--- config.mk ---
export PLATFORM = sky130hd
export DESIGN_NAME = hpi_slave
export DESIGN_NICKNAME = d
export VERILOG_FILES = /design/src/rtl/hpi_pkg.sv /design/src/rtl/hpi_sync.sv /design/src/rtl/hpi_regs.sv /design/src/rtl/hpi_memport.sv /design/src/rtl/hpi_slave.sv
export SDC_FILE = /design/constraint.sdc
export NUM_CORES = 1
export LEC_CHECK = 0
export BUFFER_PORTS_ARGS = -buffer_cell sky130_fd_sc_hd__buf_2
export CAP_MARGIN = 10
export CORE_MARGIN = 10
export CORE_UTILIZATION = 35
export DETAILED_ROUTE_END_ITERATION = 7
export PLACE_DENSITY = 0.64
export SLEW_MARGIN = 20
export SYNTH_ARGS = -nofsm -noshare
export SYNTH_HDL_FRONTEND = slang
export SYNTH_SLANG_ARGS = --single-unit
export TNS_END_PERCENT = 100
--- constraint.sdc ---
create_clock -name clk -period 2 [get_ports clk]
set_clock_uncertainty 0.15 [all_clocks]
set_input_delay 0.4 -clock clk [delete_from_list [all_inputs] [get_ports clk]]
set_output_delay 0.4 -clock clk [all_outputs]
set_load 0.01 [all_outputs]
--- src/rtl/hpi_pkg.sv ---
`timescale 1ns/1ps
package hpi_pkg;
  localparam int HOST_W  = 16;
  localparam int HOST_NB = HOST_W / 8;

  typedef enum logic [1:0] {
    SEL_CTRL = 2'b00,
    SEL_AUTO = 2'b01,
    SEL_ADDR = 2'b10,
    SEL_DATA = 2'b11
  } sel_e;

  typedef enum logic [1:0] {
    MP_IDLE = 2'b00,
    MP_REQ  = 2'b01,
    MP_RSP  = 2'b10
  } mp_state_e;

  function automatic logic [HOST_W-1:0] be_merge(
    input logic [HOST_W-1:0]  old_v,
    input logic [HOST_W-1:0]  new_v,
    input logic [HOST_NB-1:0] be_n
  );
    logic [HOST_W-1:0] r;
    r = old_v;
    for (int b = 0; b < HOST_NB; b++)
      if (!be_n[b]) r[b*8 +: 8] = new_v[b*8 +: 8];
    return r;
  endfunction
endpackage

--- src/rtl/hpi_sync.sv ---
`timescale 1ns/1ps
module hpi_sync #(
  parameter int            STAGES  = 2,
  parameter int            W       = 1,
  parameter logic [W-1:0]  RST_VAL = '1
) (
  input  logic         clk,
  input  logic         rst_n,
  input  logic [W-1:0] d,
  output logic [W-1:0] q
);
  logic [W-1:0] stg [STAGES];

  for (genvar i = 0; i < STAGES; i++) begin : g_stage
    if (i == 0) begin : g_first
      always_ff @(posedge clk or negedge rst_n)
        if (!rst_n) stg[0] <= RST_VAL;
        else        stg[0] <= d;
    end else begin : g_next
      always_ff @(posedge clk or negedge rst_n)
        if (!rst_n) stg[i] <= RST_VAL;
        else        stg[i] <= stg[i-1];
    end
  end

  assign q = stg[STAGES-1];
endmodule

--- src/rtl/hpi_regs.sv ---
`timescale 1ns/1ps
module hpi_regs
  import hpi_pkg::*;
#(
  parameter int AW = 16
) (
  input  logic               clk,
  input  logic               rst_n,
  input  logic               wr_ctrl,
  input  logic               wr_addr,
  input  logic               inc,
  input  logic [HOST_W-1:0]  wdata,
  input  logic [HOST_NB-1:0] be_n,
  output logic [HOST_W-1:0]  ctrl_q,
  output logic [AW-1:0]      base_q,
  output logic [AW-1:0]      work_q
);
  logic [HOST_W-1:0] base_merged;
  assign base_merged = be_merge(HOST_W'(base_q), wdata, be_n);

  always_ff @(posedge clk or negedge rst_n) begin
    if (!rst_n) begin
      ctrl_q <= '0;
      base_q <= '0;
      work_q <= '0;
    end else begin
      if (wr_ctrl) ctrl_q <= be_merge(ctrl_q, wdata, be_n);
      if (wr_addr) begin
        base_q <= AW'(base_merged);
        work_q <= AW'(base_merged);
      end else if (inc) begin
        work_q <= work_q + AW'(1);
      end
    end
  end
endmodule

--- src/rtl/hpi_memport.sv ---
`timescale 1ns/1ps
module hpi_memport
  import hpi_pkg::*;
#(
  parameter int AW = 16
) (
  input  logic               clk,
  input  logic               rst_n,
  input  logic               start,
  input  logic               we,
  input  logic [AW-1:0]      addr,
  input  logic [HOST_W-1:0]  wdata,
  input  logic [HOST_NB-1:0] be,
  output logic               idle,
  output logic               wr_done,
  output logic               rd_done,
  output logic [HOST_W-1:0]  rdata,
  output logic               mem_req_valid,
  input  logic               mem_req_ready,
  output logic               mem_we,
  output logic [AW-1:0]      mem_addr,
  output logic [HOST_W-1:0]  mem_wdata,
  output logic [HOST_NB-1:0] mem_be,
  input  logic               mem_rsp_valid,
  input  logic [HOST_W-1:0]  mem_rdata
);
  mp_state_e st;

  always_ff @(posedge clk or negedge rst_n) begin
    if (!rst_n) begin
      st        <= MP_IDLE;
      mem_we    <= 1'b0;
      mem_addr  <= '0;
      mem_wdata <= '0;
      mem_be    <= '0;
    end else begin
      unique case (st)
        MP_IDLE: if (start) begin
          st        <= MP_REQ;
          mem_we    <= we;
          mem_addr  <= addr;
          mem_wdata <= we ? wdata : '0;
          mem_be    <= we ? be : '1;
        end
        MP_REQ: if (mem_req_ready) st <= mem_we ? MP_IDLE : MP_RSP;
        MP_RSP: if (mem_rsp_valid) st <= MP_IDLE;
        default: st <= MP_IDLE;
      endcase
    end
  end

  assign idle          = (st == MP_IDLE);
  assign mem_req_valid = (st == MP_REQ);
  assign wr_done       = (st == MP_REQ) && mem_req_ready && mem_we;
  assign rd_done       = (st == MP_RSP) && mem_rsp_valid;
  assign rdata         = mem_rdata;
endmodule

--- src/rtl/hpi_slave.sv ---
`timescale 1ns/1ps
module hpi_slave
  import hpi_pkg::*;
#(
  parameter int AW          = 16,
  parameter int SYNC_STAGES = 2
) (
  input  logic               clk,
  input  logic               rst_n,
  input  logic               hcs_n,
  input  logic               hds_n,
  input  logic               has_n,
  input  logic               hrw,
  input  logic [1:0]         hctl,
  input  logic [HOST_NB-1:0] hbe_n,
  input  logic [HOST_W-1:0]  hd_in,
  output logic [HOST_W-1:0]  hd_out,
  output logic               hd_oe,
  output logic               hrdy,
  output logic               mem_req_valid,
  input  logic               mem_req_ready,
  output logic               mem_we,
  output logic [AW-1:0]      mem_addr,
  output logic [HOST_W-1:0]  mem_wdata,
  output logic [HOST_NB-1:0] mem_be,
  input  logic               mem_rsp_valid,
  input  logic [HOST_W-1:0]  mem_rdata
);
  logic [2:0] strb_s;
  logic cs_s, ds_s, as_s;

  hpi_sync #(.STAGES(SYNC_STAGES), .W(3), .RST_VAL(3'b111)) u_sync (
    .clk(clk), .rst_n(rst_n), .d({hcs_n, hds_n, has_n}), .q(strb_s)
  );
  assign {cs_s, ds_s, as_s} = strb_s;

  logic acc_act, acc_act_q, acc_start, as_q, as_fall;
  logic as_pend, as_rw;
  sel_e as_sel, eff_sel;
  logic eff_rw, op_rw_q, op_auto_q;

  assign acc_act   = !cs_s && !ds_s;
  assign as_fall   = !as_s && as_q;

  logic mp_idle, wr_done, rd_done;
  logic [HOST_W-1:0] mp_rdata;
  logic [HOST_W-1:0] ctrl_q;
  logic [AW-1:0]     base_q, work_q;

  assign acc_start = acc_act && !acc_act_q && mp_idle;
  assign eff_sel   = as_pend ? as_sel : sel_e'(hctl);
  assign eff_rw    = as_pend ? as_rw  : hrw;

  logic is_mem, wr_ctrl, wr_addr;
  assign is_mem  = eff_sel[0];
  assign wr_ctrl = acc_start && !eff_rw && (eff_sel == SEL_CTRL);
  assign wr_addr = acc_start && !eff_rw && (eff_sel == SEL_ADDR);

  always_ff @(posedge clk or negedge rst_n) begin
    if (!rst_n) begin
      acc_act_q <= 1'b0;
      as_q      <= 1'b1;
      as_pend   <= 1'b0;
      as_sel    <= SEL_CTRL;
      as_rw     <= 1'b0;
      op_rw_q   <= 1'b0;
      op_auto_q <= 1'b0;
      hd_out    <= '0;
    end else begin
      acc_act_q <= acc_act;
      as_q      <= as_s;
      if (acc_start) begin
        as_pend   <= 1'b0;
        op_rw_q   <= eff_rw;
        op_auto_q <= (eff_sel == SEL_AUTO);
        if (eff_rw && eff_sel == SEL_CTRL) hd_out <= ctrl_q;
        if (eff_rw && eff_sel == SEL_ADDR) hd_out <= HOST_W'(base_q);
      end else if (as_fall) begin
        as_pend <= 1'b1;
        as_sel  <= sel_e'(hctl);
        as_rw   <= hrw;
      end
      if (rd_done) hd_out <= mp_rdata;
    end
  end

  hpi_regs #(.AW(AW)) u_regs (
    .clk(clk), .rst_n(rst_n),
    .wr_ctrl(wr_ctrl), .wr_addr(wr_addr),
    .inc((wr_done || rd_done) && op_auto_q),
    .wdata(hd_in), .be_n(hbe_n),
    .ctrl_q(ctrl_q), .base_q(base_q), .work_q(work_q)
  );

  hpi_memport #(.AW(AW)) u_mp (
    .clk(clk), .rst_n(rst_n),
    .start(acc_start && is_mem), .we(!eff_rw),
    .addr(work_q), .wdata(hd_in), .be(~hbe_n),
    .idle(mp_idle), .wr_done(wr_done), .rd_done(rd_done), .rdata(mp_rdata),
    .mem_req_valid(mem_req_valid), .mem_req_ready(mem_req_ready),
    .mem_we(mem_we), .mem_addr(mem_addr), .mem_wdata(mem_wdata),
    .mem_be(mem_be), .mem_rsp_valid(mem_rsp_valid), .mem_rdata(mem_rdata)
  );

  assign hrdy  = mp_idle;
  assign hd_oe = acc_act_q && op_rw_q;
endmodule

==> metrics.log <==
[metrics] number of rows created at floorplan: 44
[metrics] Die Wd: 141 µm
[metrics] TritonCTS sink count: 115
[metrics] average wire per cell in the routed design: 19.2 µm
[metrics] most common cell in the synthesized netlist: sky130_fd_sc_hd__dfrtp_1
[metrics] Die Outline Area: 19900 µm²
[metrics] Netlist Area Pre-Place: 5130 µm²
[metrics] die span in y: 141 µm
[metrics] proportion of layout cells with a drive suffix above 1: 48.1%
[metrics] number of buffers inserted by port buffering: 97
[metrics] Critical R2R Launch: u_mp.st[0]
[metrics] max-slew violation count: 0
[metrics] synth cell count leaders: sky130_fd_sc_hd__dfrtp_1 (108), sky130_fd_sc_hd__mux2_2 (48), sky130_fd_sc_hd__mux2i_1 (31)
[metrics] TritonCTS buffer count: 17
[metrics] crit-path max FO: 6
[metrics] diodes inserted: 0
[metrics] sequential cell area fraction in the yosys report: 56.3%
[metrics] number of maximum-capacitance constraint violations: 0
[metrics] library cells used by synthesis: 52
[metrics] cell occurring most often along the worst timing path: sky130_fd_sc_hd__buf_4
[metrics] worst hold slack across all endpoints: 0.0459 ns
[metrics] vias in the first global route: 4141
[metrics] count of endpoints failing setup in the final report: 42
[metrics] TritonRoute pass-1 iters: 4
[metrics] Avg Inst Size Synth: 12.5 µm²
[metrics] violated checks: negative setup slack
[metrics] category of cells accounting for the largest share of critical-path delay: simple AND/OR/NAND/NOR gates
[metrics] starting utilization of the core area: 35.5%
[metrics] core area: 14400 µm²
[metrics] Leakage: 3.29 nW
[metrics] count of warnings emitted by yosys: 0
[metrics] first-pass GRT wire length: 22300 µm
[metrics] PwrDens: 1350 nW/µm²
[metrics] biggest cell delay along the critical path: 0.43 ns
[metrics] CP max stage cell: sky130_fd_sc_hd__dfrtp_2
[metrics] cell count after placement: 711
[metrics] Layout Cells excl Fill: 756
[metrics] cells along the critical path: nor4_4 -> nand4_4 -> buf_4 -> a2111oi_2 -> buf_4 -> a31oi_1
[metrics] number of antenna violations at the first check in global routing: 0
[metrics] shortest period the worst path allows: 2.11 ns
[metrics] Async SR Flop Fraction: 100%
[metrics] Reg clk slew, reported paths: 0.05 ns
[metrics] top_reg_cell synth: sky130_fd_sc_hd__dfrtp_1
[metrics] all-layer global routing usage: 14.3%
[metrics] GR Overflow Total: 0
[metrics] area overhead of the layout relative to synthesis: 39.9%
[metrics] H-tree depth: 4
[metrics] DP Wirelength: 10000 µm
[metrics] synthesized netlist cell count: 411
[metrics] largest cells by area after synthesis: sky130_fd_sc_hd__dfrtp_1 (53%), sky130_fd_sc_hd__mux2_2 (11%), sky130_fd_sc_hd__mux2i_1 (6.1%), sky130_fd_sc_hd__dfstp_2 (3.6%), sky130_fd_sc_hd__a22o_1 (2.7%)
[metrics] top-area cell type share of the netlist area: 52.7%
[metrics] Seq cells post-synth: 115
[metrics] final worst slack: -0.110 ns
[metrics] CTS Root Cell: sky130_fd_sc_hd__clkbuf_16
[metrics] data required time of the worst path: 2.14 ns
[metrics] setup repair after global routing missed its margin: yes
[metrics] placer congestion estimate: 0.799
[metrics] portion of the clock cycle consumed by the worst path in the final layout: 105%
[metrics] maximum number of pins on one net before global-route repair: 69
[metrics] Max Buffers Root-to-Sink: 2
[metrics] result of the run: complete, but fails checks
[metrics] overall power: 0.00970 W
[metrics] number of flops mapped to enable cells by yosys: 0
[metrics] HP Start: mem_rsp_valid
[metrics] Peak supply drop: 0.628 mV
[metrics] transition at the pin with the smallest max-transition slack: 0.546 ns
[metrics] I/O pin cnt: 98
[metrics] Post-Route Utilization: 49.7%
[metrics] worst-case headroom to the max-slew limit: 63.6%
[metrics] Arr. time, crit path: 2.25 ns
[metrics] Skew-Pair Late Insertion Delay: 0.42 ns
[metrics] worst-case setup slack after placement: -0.271 ns
[metrics] maximum clock frequency: 474 MHz
[metrics] crit path capture type: flip-flop
[metrics] crit start category: flip-flop
[metrics] class of the most critical setup path: flip-flop to flip-flop
[metrics] routed via count divided by cell count: 5.18
[metrics] via count: 3917
[metrics] First DRT Iteration DRCs: 247
[metrics] Critical path buffers and inverters: 2
[metrics] count of unresolved DRC violations after routing: 0
[metrics] path class of the lowest-slack min-delay path: primary input to flip-flop
[metrics] final hold violation count: 0
[metrics] Critical Path Source: u_mp.st[0]
[metrics] clock tree from TritonCTS: yes
[metrics] cell type with the highest aggregate area in the netlist: sky130_fd_sc_hd__dfrtp_1
[metrics] remaining number of nets flagged by the antenna check after routing: 0
[metrics] number of nets produced by synthesis: 456
[metrics] Final Net Count: 604
[metrics] final wirelength: 14500 µm
[worst paths after layout]
| check | slack (ns) | endpoint | depth (start not counted) |
|---|---|---|---|
| worst min-delay path | 0.05 | u_mp.st[1] | 2 |
| min in group asynchronous | 0.36 | u_regs.work_q[3] | 3 |
| worst max-delay path | -0.11 | u_regs.work_q[9] | 6 |
| worst min register to register | 0.20 | u_sync.q[1] | 0 |
| max in group asynchronous | 0.95 | u_sync.stg[3] | 3 |
| worst max register to register | -0.11 | u_regs.work_q[9] | 6 |
[kinds of logic after synthesis]
| family | after synthesis | synth area share (%) |
|---|---|---|
| XOR/XNOR | 6 | 1.02 |
| AO/OA/AOI/OAI | 80 | 11.9 |
| multiplexers | 83 | 17.6 |
| AND/OR/NAND/NOR | 95 | 10.3 |
| adder cells (fa/ha/maj) | 1 | 0.244 |
| flip-flops | 115 | 56.3 |
| buffers and inverters | 31 | 2.64 |
[report_power, final]
part	total, W	internal [W]	leakage (nW)	switching [W]
registers	0.00398	0.00324	1.44	0.000732
clock network	0.00292	0.00188	0.276	0.00104
logic	0.00280	0.00148	1.57	0.00132
total	0.00970	0.00661	3.29	0.00309
[worst reg2reg max path, stage by stage (launching register included)]
cell                        delay (ns)
sky130_fd_sc_hd__dfrtp_2          0.43
sky130_fd_sc_hd__nor4_4           0.35
sky130_fd_sc_hd__nand4_4          0.21
sky130_fd_sc_hd__buf_4            0.24
sky130_fd_sc_hd__a2111oi_2        0.40
sky130_fd_sc_hd__buf_4            0.18
sky130_fd_sc_hd__a31oi_1          0.04
[placed cells by master (no fill, tap or decap), types with 3 or more instances in the layout]
master / instances
sky130_fd_sc_hd__buf_4: 40
sky130_fd_sc_hd__mux2_2: 34
sky130_fd_sc_hd__mux2i_1: 21
sky130_fd_sc_hd__o31ai_1: 3
sky130_fd_sc_hd__a21oi_1: 5
sky130_fd_sc_hd__clkbuf_16: 18
sky130_fd_sc_hd__clkinv_2: 5
sky130_fd_sc_hd__nand3_1: 20
sky130_fd_sc_hd__nand2_1: 27
sky130_fd_sc_hd__o21ai_0: 4
sky130_fd_sc_hd__mux2_4: 17
sky130_fd_sc_hd__dlygate4sd3_1: 4
sky130_fd_sc_hd__buf_2: 96
sky130_fd_sc_hd__nand2b_1: 3
sky130_fd_sc_hd__inv_1: 7
sky130_fd_sc_hd__a31oi_1: 7
sky130_fd_sc_hd__xnor2_1: 4
sky130_fd_sc_hd__mux2i_2: 9
sky130_fd_sc_hd__o211ai_1: 17
sky130_fd_sc_hd__buf_12: 5
sky130_fd_sc_hd__clkinvlp_4: 3
sky130_fd_sc_hd__nor2b_1: 10
sky130_fd_sc_hd__buf_6: 6
sky130_fd_sc_hd__dfstp_2: 7
sky130_fd_sc_hd__dfrtp_1: 106
sky130_fd_sc_hd__clkbuf_1: 3
sky130_fd_sc_hd__nor2_1: 8
sky130_fd_sc_hd__a2111oi_4: 6
sky130_fd_sc_hd__nand4_1: 6
sky130_fd_sc_hd__a2bb2oi_1: 3
sky130_fd_sc_hd__a22o_1: 16
sky130_fd_sc_hd__or3_1: 3
[metal layers]
| layer | routed length (µm) | GRT usage (%) | up-vias |
|---|---|---|---|
| met5 | 0 | 0 | - |
| met4 | 223 | 4.89 | 0 |
| met3 | 694 | 5.31 | 18 |
| met2 | 7450 | 24.1 | 92 |
| met1 | 6130 | 16.3 | 1963 |
| li1 | - | - | 1844 |
[through the flow]
step,TNS [ns],instance area (µm²)
floorplan,-0.549,5160
global placement,-2.35,6130
detailed placement,-4.04,6130
CTS,-0.426,6930
global route,-5.83,7170
finish,-2.07,7170
[state kept, by name (all words and copies together) (netlist names), 2 cells and up]
register and cells:
u_mp.st 2, u_regs.work_q 16, u_regs.ctrl_q 16, u_mp.mem_wdata 16
u_mp.mem_addr 16, u_sync.q 3, hd_out 16, as_sel 2
u_mp.mem_be 2, u_regs.base_q 16, u_sync.stg 3
[what timing repair did]
| item | 4_1_cts | 5_1_grt |
|---|---|---|
| cloned | 1 | 2 |
| endpoints found under the setup margin | 40 | 85 |
| gates resized for setup | 43 | 30 |
| hold endpoints to repair | 111 | 0 |
| hold buffers | 4 | 0 |
| buffers inserted | 1 | 5 |
| pin swaps | 7 | 9 |
[cell type report]
class	instances	area, µm²
Clock buffer	22	464
Clock inverter	10	108
Fill cell	1293	7250
Inverter	7	26.3
Multi-Input combinational cell	265	2430
Sequential cell	115	2890
Tap cell	184	230
Timing Repair Buffer	153	1030
No activity file was read; power rests on OpenSTA's default activity.
